<file path="src/rtl/sclk_div_pkg.sv">
package sclk_div_pkg;

   // Register geometry shared by the divider blocks.
   localparam int unsigned BUS_W       = 32;
   localparam int unsigned RATIO_W     = 16;
   localparam int unsigned OFFS_W      = 8;
   localparam int unsigned RATIO_OFFS  = 'h14;

   // Edge strobes handed to the shift engine.
   typedef struct packed {
      logic rise;
      logic fall;
   } sclk_strobe_t;

endpackage

</file>
<file path="src/rtl/sclk_div_reg.sv">
module sclk_div_reg #(
   parameter int unsigned DIV_W  = 16,
   parameter int unsigned REG_W  = 32,
   parameter int unsigned ADDR_W = 8,
   parameter int unsigned OFFSET = 'h14
) (
   input  logic              clk,
   input  logic              rst_n,
   input  logic              master_en,
   input  logic              wr,
   input  logic [ADDR_W-1:0] addr,
   input  logic [REG_W-1:0]  wdata,
   output logic [REG_W-1:0]  rdata,
   output logic [DIV_W-1:0]  div_o
);

   localparam logic [ADDR_W-1:0] HIT_ADDR = ADDR_W'(OFFSET);

   generate
      if (DIV_W < 2) begin : g_bad_width
         $error("sclk_div_reg: DIV_W must be at least 2");
      end
      if (DIV_W > REG_W) begin : g_bad_fit
         $error("sclk_div_reg: DIV_W must fit in REG_W");
      end
      if (OFFSET >= (64'd1 << ADDR_W)) begin : g_bad_offs
         $error("sclk_div_reg: OFFSET outside the address window");
      end
   endgenerate

   logic             hit;
   logic             wr_ok;
   logic [DIV_W-1:0] div_q;

   assign hit   = (addr == HIT_ADDR);
   assign wr_ok = wr && hit && !master_en;

   // Low bit is never stored: only even ratios exist.
   always_ff @(posedge clk or negedge rst_n) begin
      if (!rst_n) begin
         div_q <= '0;
      end else if (wr_ok) begin
         div_q <= {wdata[DIV_W-1:1], 1'b0};
      end
   end

   assign rdata = hit ? REG_W'(div_q) : '0;
   assign div_o = div_q;

endmodule

</file>
<file path="src/rtl/sclk_div_gen.sv">
module sclk_div_gen
   import sclk_div_pkg::*;
#(
   parameter int unsigned DIV_W        = 16,
   parameter bit          STROBE_AHEAD = 1'b0
) (
   input  logic             clk,
   input  logic             rst_n,
   input  logic             en,
   input  logic [DIV_W-1:0] div_i,
   output logic             sclk_o,
   output sclk_strobe_t     strobe_o
);

   localparam int unsigned HALF_W = DIV_W - 1;

   logic [HALF_W-1:0] half;
   logic [HALF_W-1:0] cnt_q;
   logic              sclk_q;
   logic              run;
   logic              tick;

   assign half = div_i[DIV_W-1:1];
   assign run  = en && (half != '0);
   assign tick = run && (cnt_q == (half - HALF_W'(1)));

   // Half-period counter; idle state whenever not running.
   always_ff @(posedge clk or negedge rst_n) begin
      if (!rst_n) begin
         cnt_q  <= '0;
         sclk_q <= 1'b0;
      end else if (!run) begin
         cnt_q  <= '0;
         sclk_q <= 1'b0;
      end else if (tick) begin
         cnt_q  <= '0;
         sclk_q <= ~sclk_q;
      end else begin
         cnt_q  <= cnt_q + HALF_W'(1);
      end
   end

   generate
      if (STROBE_AHEAD) begin : g_ahead
         // Strobes one cycle before the level changes.
         assign strobe_o.rise = tick && !sclk_q;
         assign strobe_o.fall = tick &&  sclk_q;
      end else begin : g_aligned
         // Strobes coincide with the new level.
         logic rise_q;
         logic fall_q;
         always_ff @(posedge clk or negedge rst_n) begin
            if (!rst_n) begin
               rise_q <= 1'b0;
               fall_q <= 1'b0;
            end else begin
               rise_q <= tick && !sclk_q;
               fall_q <= tick &&  sclk_q;
            end
         end
         assign strobe_o.rise = rise_q;
         assign strobe_o.fall = fall_q;
      end
   endgenerate

   assign sclk_o = sclk_q;

endmodule

</file>
<file path="src/rtl/spi_sclk_divider.sv">
module spi_sclk_divider
   import sclk_div_pkg::*;
#(
   parameter int unsigned DIV_W        = RATIO_W,
   parameter int unsigned REG_W        = BUS_W,
   parameter int unsigned ADDR_W       = OFFS_W,
   parameter int unsigned OFFSET       = RATIO_OFFS,
   parameter bit          STROBE_AHEAD = 1'b0
) (
   input  logic              clk,
   input  logic              rst_n,
   input  logic              master_en,
   input  logic [ADDR_W-1:0] reg_addr,
   input  logic              reg_wr,
   input  logic [REG_W-1:0]  reg_wdata,
   output logic [REG_W-1:0]  reg_rdata,
   output logic              sclk,
   output logic              sclk_rise,
   output logic              sclk_fall
);

   logic [DIV_W-1:0] div_val;
   sclk_strobe_t     strobe;

   sclk_div_reg #(
      .DIV_W  (DIV_W),
      .REG_W  (REG_W),
      .ADDR_W (ADDR_W),
      .OFFSET (OFFSET)
   ) u_reg (
      .clk       (clk),
      .rst_n     (rst_n),
      .master_en (master_en),
      .wr        (reg_wr),
      .addr      (reg_addr),
      .wdata     (reg_wdata),
      .rdata     (reg_rdata),
      .div_o     (div_val)
   );

   // The ratio only changes while disabled, so the generator sees a
   // value that is frozen for the whole of every enabled interval.
   sclk_div_gen #(
      .DIV_W        (DIV_W),
      .STROBE_AHEAD (STROBE_AHEAD)
   ) u_gen (
      .clk      (clk),
      .rst_n    (rst_n),
      .en       (master_en),
      .div_i    (div_val),
      .sclk_o   (sclk),
      .strobe_o (strobe)
   );

   assign sclk_rise = strobe.rise;
   assign sclk_fall = strobe.fall;

endmodule

</file>
<file path="config.mk">
export PLATFORM = sky130hd
export DESIGN_NAME = spi_sclk_divider
export DESIGN_NICKNAME = d
export VERILOG_FILES = /design/src/rtl/sclk_div_pkg.sv /design/src/rtl/sclk_div_reg.sv /design/src/rtl/sclk_div_gen.sv /design/src/rtl/spi_sclk_divider.sv
export SDC_FILE = /design/constraint.sdc
export NUM_CORES = 1
export LEC_CHECK = 0
export ABC_AREA = 1
export BUFFER_PORTS_ARGS = -buffer_cell sky130_fd_sc_hd__buf_2
export CORE_MARGIN = 8
export CORE_UTILIZATION = 50
export CTS_CLUSTER_DIAMETER = 120
export DETAILED_ROUTE_END_ITERATION = 12
export PLACE_DENSITY = 0.78
export SETUP_SLACK_MARGIN = 0.5
export SLEW_MARGIN = 20
export SYNTH_ARGS = -nofsm -noshare
export SYNTH_HDL_FRONTEND = slang
export SYNTH_SLANG_ARGS = --single-unit
</file>
<file path="constraint.sdc">
create_clock -name clk -period 2.65 [get_ports clk]
set_clock_uncertainty 0.2 [all_clocks]
set_input_delay 0.265 -clock clk [delete_from_list [all_inputs] [get_ports clk]]
set_output_delay 0.265 -clock clk [all_outputs]
set_load 0.01 [all_outputs]
</file>
==> summary.txt, run 1 <==
Outcome
  – Run status: finished clean

Critical path
  – CP max stage delay: 0.39 ns
  – Crit path arrival time: 2.12 ns
  – Setup crit start kind: flop
  – CP most frequent cell: nand2_1
  – Critical Path RT: 2.62 ns
  – Crit-path slowest cell: dfrtp_1
  – Critical path class: reg2reg
  – Reg-to-Reg End: u_gen.sclk_o
  – Reg2Reg Depth: 16
  – Setup crit end kind: flop
  – CP max FO: 2
  – CP Cell Sequence: inv_4 -> ha_4 -> inv_2 -> nand2_1 -> nand2_1 -> nor2_1 -> nand2_1 -> nor2_2 -> nand2_2 -> nor2_4 -> buf_6 -> nand2_4 -> nor2_4 -> nand2_2 -> nand3_2 -> nand2_1
  – Register-to-register setup slack: 0.50 ns
  – Worst R2R Start: u_reg.div_o[1]

Floorplan
  – DIE AREA: 0.00767 mm^2
  – Die W: 87.6 um
  – Io pins: 79
  – Die H: 87.6 um
  – Row count: 26
  – Core Region: 0.00501 mm^2
  – Initial Util: 51.1%

Cells and area
  – Layout cell share with drive strength beyond 1: 29.3%
  – Nets: 459
  – Final Cell Area: 0.00305 mm^2
  – Layout area overhead: 19.1%
  – N_diodes: 0

CTS
  – CTS Buf Count: 5
  – Number of H-tree levels: 2
  – Root buf cell: clkbuf_8
  – CTS tree: yes
  – Clk_lat worst skew: 0.28 ns
  – Buffer levels on the longest clock path: 2
  – Clock transition at path regs: 0.07 ns
  – CTS sink count: 33

STA
  – Hold_ws: 0.0292 ns
  – RSZ-0062 raised after global routing: true
  – Worst slew pin tran: 0.750 ns
  – Fin. max-slew vios: 0
  – Setup violations, final: 0
  – Fin crit share: 81.1%
  – Final min period: 2.15 ns
  – Relative slew slack: 50.0%
  – FMAX: 465 MHz
  – Final Hold Fails: 0
  – Sum of negative setup slack: 0 ns

Global route
  – Vias in the first global route: 2,348
  – Largest net degree at the start of global routing: 34
  – First-pass GRT wire length: 10,100 um
  – Total congestion overflow: 0
  – Total Routing Usage GR: 16.5%
  – Initial antenna violation count: 0

Power and ir drop
  – Power density cells: 341 mW/mm^2
  – Peak supply drop: 302 uV
  – Leakage: 1.64 nW

Place
  – IO buf count: 44
  – DP Area: 0.00277 mm^2
  – DPL Wire Length: 4630 um
  – GPL Wtd Cong: 0.849

Synth
  – Post-synth EDFFs: 0
  – FF+latch count, synth: 33
  – Asr flop ratio synth: 100%
  – Synth area leader: dfrtp_1
  – Post-Syn Area per Cell: 7.17 um^2
  – Post-Syn Area: 0.00256 mm^2
  – Top cell type's share of synthesized area: 32.2%
  – Synth Warn #: 0
  – Top-count cell post-synth: nand2_1
  – Synth area leaders: dfrtp_1 32%, nand2_1 12%, nor2_1 7.8%, inv_1 5.9%, buf_4 5.0%
  – Post-synthesis sequential area ratio: 32.2%
  – Top post-synthesis cells by count: 82 x nand2_1, 53 x nor2_1, 40 x inv_1
  – Top_reg_cell synth: dfrtp_1
  – Synth cell types: 28
  – Synth Instances: 357

Worst hold path
  – Worst Hold Endpoint: u_reg.div_o[9]
  – Min-delay src: reg_wdata[9]
  – Worst min-delay path class: in2reg
  – WHS Path Cells: 3

Drt
  – Final ANT Viol Nets: 0
  – Per-cell routed wire length: 12.5 um
  – Initial DRC Count: 120
  – Drt total wl: 6040 um
  – Routed vias/inst: 4.87
  – Post-route DRC violation count: 0
  – Vias: 2,354
  – Pre-antenna DRT Iters: 4

Flow run
  – Max-Cap Viols: 0
area by class of cell:
cell class,instances,area (um^2)
Fill cell,463,1960
Tap cell,70,87.6
Timing Repair Buffer,56,353
Multi-Input combinational cell,267,1500
Sequential cell,33,826
Inverter,49,186
Clock inverter,1,5.00
Clock buffer,7,96.3
layout by cell type (no fill, tap or decap), types with 9 or more instances in the layout:
master	count
nor2_1	52
nor3_2	10
dfrtp_1	33
inv_1	38
nand2_1	80
nor2_4	10
nand4_1	9
buf_2	44
nand3_1	13
xor2_1	13
inv_2	10
conb_1	17
nor3_1	9
a21oi_1	15
layer usage:
layer | vias to the layer above | GRT usage, % | wire (um)
met5 | - | 0 | 0
met4 | 0 | 6.56 | 111
met3 | 12 | 3.00 | 233
met2 | 40 | 30.9 | 3260
met1 | 1122 | 17.7 | 2430
li1 | 1180 | - | -
flip-flops by register name, indices dropped and copies added (netlist names):
register and cells:
u_reg.div_o 15, u_gen.cnt_q 15, u_gen.g_aligned.rise_q 1, u_gen.g_aligned.fall_q 1, u_gen.sclk_o 1
worst max path at each step:
stage                        start                      to  slack [ns]
floorplan           u_reg.div_o[2]          u_gen.cnt_q[4]        0.60
global placement    u_reg.div_o[2]            u_gen.sclk_o        0.38
detailed placement  u_reg.div_o[2]            u_gen.sclk_o        0.33
CTS                 u_reg.div_o[2]            u_gen.sclk_o        0.49
global route        u_reg.div_o[2]  u_gen.g_aligned.fall_q        0.39
finish              u_reg.div_o[1]            u_gen.sclk_o        0.50
metrics by stage:
step                      worst slack [ns]  total power [W]  std cells  util, %
after floorplan                      0.598         0.000604        373        -
after global placement               0.380         0.000623        465     55.3
after detailed placement             0.328         0.000627        465     55.3
after CTS                            0.494          0.00105        481     59.8
after global routing                 0.387          0.00109        483     60.9
final                                0.501          0.00104        483     60.9
report_power, final:
part           switching (W)  internal [W]
logic              0.0000619     0.0000357
clock network       0.000182      0.000235
registers          0.0000131      0.000513
worst max-delay path: cells and delay by family (launching register included):
| kind | cells | cell delay [ns] |
|---|---|---|
| fa+ha+maj | 1 | 0.27 |
| flops | 1 | 0.39 |
| simple gates | 12 | 0.95 |
| buf+inv | 3 | 0.21 |
kinds of logic (layout without fill, tap and decap cells):
group,after synthesis,after routing,synth area share (%)
AO/OA/AOI/OAI,19,19,3.81
XOR/XNOR,16,16,5.47
adder cells (fa/ha/maj),3,3,1.47
buffers and inverters,73,113,13.9
flip-flops,33,33,32.2
other,1,17,0.146
AND/OR/NAND/NOR,212,212,43.0
timing repair:
action | CTS | global route
cloned | 1 | 0
hold buffers | 1 | 0
gates resized for setup | 7 | 10
buffers inserted | 6 | 2
setup endpoints to repair | 17 | 18
hold endpoints to repair | 33 | 0
pin swaps | 4 | 12
No activity file was read; power rests on OpenSTA's default activity.
==> run 2, diff against run 1 <==
- ABC_AREA: 1 -> 0
- CORE_UTILIZATION: 50 -> 46
- PLACE_DENSITY: 0.78 -> 0.77
- clock period: 2.65 -> 1.95 ns (I/O delays scaled with it)
==> summary.txt, run 2 <==
Place
  – Worst slack at placement: -0.458 ns (-0.786 ns)
  – DPL Wire Length: 4580 um (-0.89%)
  – IO buf count: 44 (unchanged)
  – DP Area: 0.00286 mm^2 (+3.0%)
  – GPL Wtd Cong: 0.955 (+12%)

Synth
  – Top post-synthesis cells by count: 33 x dfrtp_1, 19 x buf_4, 19 x xor2_1
  – FF+latch count, synth: 33 (unchanged)
  – Top cell type's share of synthesized area: 35.8% (+3.6 points)
  – Synth Instances: 223 (-38%)
  – Synth Warn #: 0 (unchanged)
  – Post-synthesis sequential area ratio: 35.8% (+3.6 points)
  – Post-Syn Area: 0.00231 mm^2 (-10%)
  – Top_reg_cell synth: dfrtp_1
  – Top-count cell post-synth: dfrtp_1
  – Synth area leaders: dfrtp_1 36%, mux2_2 7.3%, xor2_1 7.2%, buf_4 6.2%, xnor2_1 4.9%
  – Post-Syn Area per Cell: 10.3 um^2 (+44%)
  – Asr flop ratio synth: 100% (unchanged)
  – Synth cell types: 50 (+79%)
  – Post-synth EDFFs: 0 (unchanged)
  – Synth area leader: dfrtp_1

STA
  – Final worst slack: -0.468 ns (-0.968 ns)
  – Sum of negative setup slack: -7.34 ns (-7.34 ns)
  – Worst slew pin tran: 0.763 ns (+0.0130 ns)
  – Final Hold Fails: 0 (unchanged)
  – Fin crit share: 124% (+43 points)
  – RSZ-0062 raised after global routing: true
  – Fin. max-slew vios: 0 (unchanged)
  – Final min period: 2.42 ns (+0.268 ns)
  – Relative slew slack: 49.1% (-0.86 points)
  – Setup violations, final: 18 (+18)
  – FMAX: 414 MHz (-11%)

Power and ir drop
  – Power density cells: 465 mW/mm^2 (+36%)
  – Total Power: 0.00165 W (+58%)
  – Leakage: 1.74 nW (+6.5%)
  – Peak supply drop: 325 uV (+7.8%)

Floorplan
  – Row count: 25 (-3.8%)
  – DIE AREA: 0.00753 mm^2 (-1.8%)
  – Die W: 86.8 um (-0.88%)
  – Io pins: 79 (unchanged)
  – Die H: 86.8 um (-0.88%)
  – Core Region: 0.00479 mm^2 (-4.5%)
  – Initial Util: 48.2% (-2.9 points)

Cells and area
  – Layout area overhead: 53.6%
  – Final Cell Area: 0.00354 mm^2 (+16%)
  – Util after Layout: 74.0% (+13 points)
  – N_diodes: 0 (unchanged)
  – Leading cell type in the layout, fill and taps excluded: buf_4
  – Nets: 377 (-18%)
  – Commonest non-fill, non-tap cells in the layout: 41 x buf_4, 31 x dfrtp_1, 27 x buf_2
  – Layout cell share with drive strength beyond 1: 51.4% (+22 points)

Drt
  – Initial DRC Count: 136 (+13%)
  – Final ANT Viol Nets: 0 (unchanged)
  – Drt total wl: 7420 um (+23%)
  – Pre-antenna DRT Iters: 4 (unchanged)
  – Post-route DRC violation count: 0 (unchanged)
  – Per-cell routed wire length: 18.6 um (+49%)
  – Routed vias/inst: 5.25 (+7.7%)
  – Vias: 2,090 (-11%)

Critical path
  – Setup crit start kind: flop
  – Critical path class: reg2reg
  – Crit path arrival time: 2.42 ns (+0.30 ns)
  – Setup crit end kind: flop
  – Critical Path RT: 1.96 ns (-0.66 ns)
  – Worst R2R Start: u_reg.div_o[5]
  – CP max FO: 9 (+7)
  – Register-to-register setup slack: -0.47 ns (-0.97 ns)
  – Start point of the critical path: u_reg.div_o[5]

CTS
  – CTS Buf Count: 5 (unchanged)
  – Number of H-tree levels: 2 (unchanged)
  – CTS sink count: 33 (unchanged)
  – Buffer levels on the longest clock path: 2 (unchanged)
  – Clk_lat worst skew: 0.29 ns (about the same)
  – Root buf cell: clkbuf_8
  – CTS tree: yes
  – Clock transition at path regs: 0.07 ns (about the same)

Global route
  – Initial antenna violation count: 0 (unchanged)
  – First-pass GRT wire length: 11,000 um (+8.6%)
  – Largest net degree at the start of global routing: 34 (unchanged)
  – Total congestion overflow: 0 (unchanged)
  – Total Routing Usage GR: 18.4% (+1.9 points)
  – Vias in the first global route: 2,216 (-5.6%)

Worst hold path
  – Min-delay src: master_en
  – Worst min-delay path class: in2reg

Flow run
  – Max-Cap Viols: 0 (unchanged)

Outcome
  – Run status: complete, but fails checks
  – Failing checks: setup timing
==> run 2: cell types whose count changed after synthesis, moves of 6 or more <==
cell and change:
nand2_1 -79, nor2_1 -43, inv_1 -35, and2_1 +15
mux2_2 +15, a21oi_1 -14, xnor2_1 +10, inv_2 -9
nor2_2 -8, nor2_4 -8, nand2_2 -6, nand4_1 -6
xor2_1 +6
==> run 2: what timing repair did <==
| item | in CTS | in global routing |
|---|---|---|
| hold buffers | 16 | 0 |
| gates cloned | 3 | 0 |
| resized for setup | 34 | 38 |
| endpoints found under the hold margin | 48 | 0 |
| setup buffers | 3 | 1 |
| setup endpoints to repair | 33 | 48 |
| pin swaps | 26 | 8 |
==> run 2: kinds of logic after synthesis <==
logic type	after synthesis	share of synthesized area, %
other	1	0.163
adder cells (fa/ha/maj)	3	1.63
AND/OR/NAND/NOR	85	25.6
flip-flops	33	35.8
multiplexers	17	8.19
buffers and inverters	34	10.8
AO/OA/AOI/OAI	18	5.70
XOR/XNOR	32	12.2
==> run 2: power by group <==
part / leakage (nW) / switching (W) / internal (W) / total, W
sequential: 0.456 / 0.0000131 / 0.000697 / 0.000711
combinational: 1.24 / 0.000196 / 0.000206 / 0.000402
clock: 0.0455 / 0.000247 / 0.000288 / 0.000535
==> run 2: per-stage QoR <==
| stage | std cells | hold slack [ns] |
|---|---|---|
| after detailed placement | 367 | 0.117 |
| after global routing | 398 | 0.0672 |
| final | 398 | 0.0694 |
| after global placement | 367 | 0.0998 |
| after floorplan | 239 | -0.301 |
| after CTS | 397 | 0.0622 |
==> run 2: final timing paths <==
| check | depth (start not counted) | endpoint |
|---|---|---|
| min reg2reg | 1 | u_gen.g_aligned.rise_q |
| max | 8 | u_gen.sclk_o |
| min in group asynchronous | 2 | u_gen.cnt_q[4] |
| max reg2reg | 8 | u_gen.sclk_o |
| min | 3 | u_gen.cnt_q[4] |
| max in group asynchronous | 2 | u_reg.div_o[3] |
==> run 2: layer usage <==
| layer | track usage [%] | part of all wire, % | wire length [um] | up-vias |
|---|---|---|---|---|
| met4 | 6.57 | 2.3 | 172 | 0 |
| met3 | 5.01 | 6.3 | 465 | 20 |
| met1 | 19.0 | 39 | 2860 | 1012 |
| li1 | - | - | - | 963 |
| met5 | 0 | 0 | 0 | - |
| met2 | 34.4 | 53 | 3920 | 95 |
==> run 2: cell type report <==
| type | count | area [um^2] |
|---|---|---|
| timing repair buffer | 113 | 1000 |
| inverter | 5 | 18.8 |
| fill | 312 | 1240 |
| clock buffer | 8 | 90.1 |
| multi-input combinational | 172 | 1520 |
| tap | 67 | 83.8 |
| sequential | 33 | 828 |
==> run 2: critical path: stages (launching register included) <==
cell,delay (ns)
dfrtp_1,0.41
nor4_4,0.08
bufbuf_16,0.27
a2111oi_1,0.46
a311oi_1,0.08
a31oi_1,0.18
and4_4,0.31
buf_16,0.16
mux2i_1,0.18
